`src/rtl/pwm4_pkg.sv`:
```
package pwm4_pkg;

   localparam int NCH       = 4;
   localparam int CW        = 16;
   localparam int SS_FIRST  = 2;
   localparam logic [CW-1:0] CTRL_MASK = 16'hD0FF;

   typedef struct packed {
      logic [1:0]     one_shot;   // [0] = channel 2, [1] = channel 3
      logic           burst;
      logic [NCH-1:0] center;
      logic [NCH-1:0] out_en;
   } pwm_cfg_t;

   function automatic pwm_cfg_t decode_ctrl(input logic [CW-1:0] w);
      pwm_cfg_t d;
      d.out_en   = w[3:0];
      d.center   = w[7:4];
      d.burst    = w[12];
      d.one_shot = w[15:14];
      return d;
   endfunction

endpackage

```
`src/rtl/pwm_ctrl_reg.sv`:
```
module pwm_ctrl_reg
   import pwm4_pkg::*;
(
   input  logic          clk,
   input  logic          rst_n,
   input  logic          we,
   input  logic [CW-1:0] wdata,
   output logic [CW-1:0] q,
   output pwm_cfg_t      cfg
);

   always_ff @(posedge clk) begin
      if (!rst_n)  q <= '0;
      else if (we) q <= wdata & CTRL_MASK;
   end

   assign cfg = decode_ctrl(q);

endmodule

```
`src/rtl/pwm_chan.sv`:
```
module pwm_chan #(
   parameter int W = 16
) (
   input  logic         clk,
   input  logic         rst_n,
   input  logic         per_we,
   input  logic         pw_we,
   input  logic [W-1:0] wdata,
   input  logic         center,
   input  logic         one_shot,
   input  logic         run_set,
   input  logic         run_clr,
   output logic         running,
   output logic         raw,
   output logic         cyc
);

   logic [W-1:0] per_q, pw_q, per_sh, pw_sh, cnt;
   logic         down, run, cyc_q;
   logic         at_top, end_evt;

   assign at_top  = (cnt == per_sh);
   assign end_evt = center ? ((!down && at_top && per_sh <= W'(1)) || (down && cnt == W'(1)))
                           : at_top;

   always_ff @(posedge clk) begin
      if (!rst_n) begin
         per_q  <= '0;
         pw_q   <= '0;
         per_sh <= '0;
         pw_sh  <= '0;
         cnt    <= '0;
         down   <= 1'b0;
         run    <= 1'b0;
         cyc_q  <= 1'b0;
      end else begin
         if (per_we) per_q <= wdata;
         if (pw_we)  pw_q  <= wdata;
         cyc_q <= 1'b0;
         if (run_clr) begin
            run  <= 1'b0;
            cnt  <= '0;
            down <= 1'b0;
         end else if (!run) begin
            if (run_set) begin
               run    <= 1'b1;
               cnt    <= '0;
               down   <= 1'b0;
               per_sh <= per_q;
               pw_sh  <= pw_q;
               cyc_q  <= 1'b1;
            end
         end else if (end_evt) begin
            cnt  <= '0;
            down <= 1'b0;
            if (one_shot) begin
               run <= 1'b0;
            end else begin
               per_sh <= per_q;
               pw_sh  <= pw_q;
               cyc_q  <= 1'b1;
            end
         end else if (center && down) begin
            cnt <= cnt - W'(1);
         end else if (center && at_top) begin
            down <= 1'b1;
            cnt  <= cnt - W'(1);
         end else begin
            cnt <= cnt + W'(1);
         end
      end
   end

   assign running = run;
   assign raw     = run && (cnt >= pw_sh);
   assign cyc     = cyc_q;

endmodule

```
`src/rtl/pwm_outmux.sv`:
```
module pwm_outmux #(
   parameter int N = 4
) (
   input  logic [N-1:0] raw,
   input  logic [N-1:0] en,
   input  logic         burst,
   output logic [N-1:0] pins
);

   for (genvar i = 0; i < N; i++) begin : g_pin
      if (i == 0) begin : g_merge
         assign pins[i] = en[i] && raw[i] && (!burst || raw[1]);
      end else begin : g_plain
         assign pins[i] = en[i] && raw[i];
      end
   end

endmodule

```
`src/rtl/pwm4_unit.sv`:
```
module pwm4_unit
   import pwm4_pkg::*;
#(
   parameter int W = 16
) (
   input  logic          clk,
   input  logic          rst_n,
   input  logic          ctrl_we,
   input  logic [15:0]   ctrl_wdata,
   output logic [15:0]   ctrl_q,
   input  logic [3:0]    per_we,
   input  logic [3:0]    pw_we,
   input  logic [W-1:0]  val_wdata,
   input  logic [3:0]    run_set,
   input  logic [3:0]    run_clr,
   output logic [3:0]    run_q,
   output logic [3:0]    pwm_out,
   output logic [3:0]    cyc_start
);

   if (W < 2) begin : g_bad_width
      $error("pwm4_unit: W must be at least 2");
   end
   if (NCH != 4 || CW != 16) begin : g_bad_layout
      $error("pwm4_unit: control layout assumes four channels and a 16-bit word");
   end

   pwm_cfg_t       cfg;
   logic [NCH-1:0] raw;

   pwm_ctrl_reg u_ctrl (
      .clk   (clk),
      .rst_n (rst_n),
      .we    (ctrl_we),
      .wdata (ctrl_wdata),
      .q     (ctrl_q),
      .cfg   (cfg)
   );

   for (genvar i = 0; i < NCH; i++) begin : g_ch
      logic ss_i;
      if (i >= SS_FIRST) begin : g_ss
         assign ss_i = cfg.one_shot[i-SS_FIRST];
      end else begin : g_nss
         assign ss_i = 1'b0;
      end

      pwm_chan #(.W(W)) u_chan (
         .clk      (clk),
         .rst_n    (rst_n),
         .per_we   (per_we[i]),
         .pw_we    (pw_we[i]),
         .wdata    (val_wdata),
         .center   (cfg.center[i]),
         .one_shot (ss_i),
         .run_set  (run_set[i]),
         .run_clr  (run_clr[i]),
         .running  (run_q[i]),
         .raw      (raw[i]),
         .cyc      (cyc_start[i])
      );
   end

   pwm_outmux #(.N(NCH)) u_mux (
      .raw   (raw),
      .en    (cfg.out_en),
      .burst (cfg.burst),
      .pins  (pwm_out)
   );

endmodule

```
`config.mk`:
```
export PLATFORM = sky130hd
export DESIGN_NAME = pwm4_unit
export DESIGN_NICKNAME = d
export VERILOG_FILES = /design/src/rtl/pwm4_pkg.sv /design/src/rtl/pwm_ctrl_reg.sv /design/src/rtl/pwm_chan.sv /design/src/rtl/pwm_outmux.sv /design/src/rtl/pwm4_unit.sv
export SDC_FILE = /design/constraint.sdc
export NUM_CORES = 1
export LEC_CHECK = 0
export ABC_AREA = 1
export BUFFER_PORTS_ARGS = -buffer_cell sky130_fd_sc_hd__buf_2
export CAP_MARGIN = 20
export CORE_ASPECT_RATIO = 0.9
export CORE_MARGIN = 5
export CORE_UTILIZATION = 45
export DETAILED_ROUTE_END_ITERATION = 6
export GPL_ROUTABILITY_DRIVEN = 0
export PLACE_DENSITY = 0.64
export SETUP_SLACK_MARGIN = 0.05
export SLEW_MARGIN = 20
export SYNTH_ARGS = -nofsm -noshare
export SYNTH_HDL_FRONTEND = slang
export SYNTH_HIERARCHICAL = 1
export SYNTH_SLANG_ARGS = --single-unit
```
`constraint.sdc`:
```
create_clock -name clk -period 2.6 [get_ports clk]
set_clock_uncertainty 0.15 [all_clocks]
set_input_delay 0 -clock clk [delete_from_list [all_inputs] [get_ports clk]]
set_output_delay 0 -clock clk [all_outputs]
set_load 0.05 [all_outputs]
```
==> summary.txt <==
GRT
  • GRT met3 Usage: 0.04318
  • Vias in the first global route: 17,769
  • Total GRT Usage: 0.2256
  • Initial antenna violation count: 0
  • Met1 Usage GRT: 0.3082
  • First-pass GRT wire length: 87,390 um
  • Largest net degree at the start of global routing: 116
  • GRT met2 Usage: 0.3619
  • Global route overflow: 0
  • Top Usage Layer GRT: met2

Worst setup path
  • Worst setup SP type: flip-flop
  • Worst setup EP type: primary output
  • Crit path max fanout: 7
  • Worst setup path class: flip-flop to primary output
  • Critical Path RT: 2450 ps
  • Number of cells on the worst reg-to-reg path: 8
  • Critical path arrival: 2320 ps

Logic synthesis
  • XOR/XNOR share of the synthesized area: 0.03105
  • Synthesized instance count: 2,988
  • Sequential area share after synthesis: 0.3580
  • Commonest register cell after synthesis: dfxtp_1
  • Synth warn: 6
  • Post-synth EDFFs: 0
  • Synth Area in Adders: 0.04958
  • Cell variety after synth: 30
  • Syn Std Cell Area: 0.01918 mm^2
  • Avg Cell Area, Syn: 6.418 um^2
  • #FFs+latches synth: 343
  • Combinational family with the most area after synthesis: simple AND/OR/NAND/NOR gates
  • Complex-gate fraction of the synthesized area: 0.08840
  • Post-Synth Simple-Gate Area: 0.3729
  • Post-synthesis async set-or-reset flop share: 0
  • Mux contribution to synthesized area: 0

Clock network
  • CTS tree: yes
  • Cts bufs inserted: 38
  • Root Driver: clkbuf_16
  • # clock sinks: 343
  • CTS max path bufs: 3
  • H-tree depth: 2
  • Clk Latency, worst-skew pair: 560 ps
  • Clock slew at reported path FFs: 60 ps

Run status
  • Outcome: finished, final reports clean

Power
  • Total power: 0.01335 W
  • Sw frac: 0.2768
  • Reg power frac: 0.429
  • Clk pwr share: 0.424
  • Int Power: 0.009652 W
  • Net Sw Power: 0.003694 W
  • Pleak: 11.04 nW
  • Pwr dens: 596.5 mW/mm^2
  • Worst vdd ir: 0.3821 mV
  • Combinational cell fraction of total power: 0.147

STA
  • Highest achievable clock rate: 0.4046 GHz
  • Period Utilization, post-route: 0.9505
  • Final setup viols: 0
  • Tightest Pin Transition: 628.8 ps
  • Pins Over Slew Limit: 0
  • Relative slew slack: 0.5798
  • Final worst path period need: 2471 ps
  • RSZ-0062 raised after global routing: yes
  • Final hold vios: 0

Job
  • Maxcap violations: 0

Placed design
  • Dpl cells: 3,505
  • Port buffer count: 68
  • Post-detail-place hpwl: 37,030 um

Final layout
  • Nets@finish: 3,222
  • FILL cells: 4,119
  • N_diodes: 0
  • Finished Layout Cells: 3,668
  • Layout cell share with drive strength beyond 1: 0.1096
  • Layout area overhead: 16.67%

Die
  • # rows: 71
  • I/O pins: 79
  • DIE HEIGHT: 205.9 um
  • Core area: 0.04193 mm^2
  • Die Wd: 227.6 um
  • Initial Utilization: 0.4574
  • Die area: 0.04685 mm^2

Route
  • Initial DRC Count: 1,557
  • # DRC: 0
  • Routed vias/inst: 5.144
  • Number of routed nets with antenna violations: 0
  • Drt pass-1 iters: 5
  • Average wire per standard cell: 14.76 um
  • DR vias: 18,868
  • Drt total wl: 54,140 um

Hold path
  • Hold Crit Class: input pin to flip-flop
  • Hold path depth: 4
cells by family after synthesis:
| logic type | count (synthesis) |
|---|---|
| DFF | 343 |
| AOI/OAI and AO/OA | 325 |
| and+or+nand+nor | 1740 |
| other | 2 |
| xor gates and xnor gates | 68 |
| adders and majority gates | 76 |
| buffers and inverters | 434 |
cells in the mapped netlist, types with 32 or more instances:
cell type  count  share of area
nand3_1       88          0.023
ha_1          76          0.050
nand4_1       52          0.017
a21oi_1      112          0.029
nor2_1       662           0.13
nor3_1        32         0.0084
clkbuf_1      52          0.010
xor2_1        64          0.029
inv_1        255          0.050
nand2_1      850           0.17
buf_2         33         0.0086
inv_2         40         0.0078
buf_4         36          0.014
dfxtp_1      343           0.36
o21ai_0      176          0.046
area by class of cell:
cell class,count,area (um^2),area share
multi-input cells,2216,10640,0.4754
flip-flops and latches,343,6965,0.3113
repair buffers,201,1693,0.07566
inverters,295,1110,0.04960
clock buffers,54,1092,0.04882
well taps,547,684.4,0.03059
clock inverters,12,192.7,0.008612
path summary, 6_finish.rpt:
path                                                        endpoint  slack, ps                                 start
worst min register to register  g_ch[2].u_chan/pw_sh[0]$_SDFFE_PN0P_        320  g_ch[2].u_chan/pw_sh[0]$_SDFFE_PN0P_
worst max-delay path                                      pwm_out[0]        130    g_ch[1].u_chan/cnt[1]$_SDFFE_PP0P_
worst max register to register  g_ch[0].u_chan/pw_sh[0]$_SDFFE_PN0P_        160    g_ch[0].u_chan/cnt[5]$_SDFFE_PP0P_
worst min-delay path            g_ch[1].u_chan/pw_sh[1]$_SDFFE_PN0P_        240                                 rst_n
critical path, cell delays in order (launching register included):
cell and delay, ps:
dfxtp_4 380, ha_4 270, a21oi_1 70, o21ai_2 150, nand2_1 70, o211ai_1 110
nand2_1 110, nand3_2 120, nand2_2 70, inv_2 60, inv_1 40, a21oi_2 140
buf_6 170
power groups by stage:
stage          sequential (W)  combinational [W]  clock, W
4_1_cts               0.00573            0.00190   0.00581
5_1_grt               0.00575            0.00222   0.00605
6_report              0.00572            0.00196   0.00566
3_3_place_gp          0.00584            0.00174         0
3_5_place_dp          0.00585            0.00177         0
2_1_floorplan         0.00582            0.00134         0
routing by layer:
layer	up-vias	part of all wire	routed length, um
met1	8718	0.46	25080
met4	0	0.027	1483
met3	102	0.065	3510
li1	9525	-	-
met5	-	0	0
met2	523	0.44	24070
stage by stage:
stage | util | TNS, ps | worst slack, ps | instance area, um^2 | hold slack, ps
2_1_floorplan | - | 0 | 639.3 | 19200 | -29.62
3_3_place_gp | 0.4715 | 0 | 360.9 | 19770 | 131.0
3_5_place_dp | 0.4715 | 0 | 322.7 | 19770 | 142.8
4_1_cts | 0.5256 | 0 | 54.05 | 22040 | 201.6
5_1_grt | 0.5336 | -25.01 | -12.75 | 22380 | 229.4
6_report | 0.5336 | 0 | 128.7 | 22380 | 235.7
registers in the layout, summed over array words and instances (netlist names):
register / count
u_ctrl/q: 11
g_ch.u_chan/pw_q: 64
g_ch.u_chan/cyc: 4
g_ch.u_chan/cnt: 64
g_ch.u_chan/per_q: 64
g_ch.u_chan/per_sh: 64
g_ch.u_chan/down: 4
g_ch.u_chan/running: 4
g_ch.u_chan/pw_sh: 64
cell usage in the layout (no fill, tap or decap), drive strengths merged:
cell type and n:
nand2 854, nor2 670, dfxtp 343, inv 296, o21ai 184, buf 114, a21oi 113, nand3 104
dlygate4sd3 86, ha 76, xor2 64, clkbuf 55, nand4 52, nor3 32, o211ai 24, or2 12
nand3b 8, nor4 8, conb 7, clkinv 6, bufinv 5, xnor2 4, o22ai 4
timing repair:
item / 4_1_cts / 5_1_grt
pin swaps: 3 / 20
gates resized for setup: 49 / 72
hold buffers: 86 / 0
setup endpoints to repair: 4 / 8
hold endpoints to repair: 343 / 0
buffers inserted: 0 / 11
No activity file was read; power rests on OpenSTA's default activity.
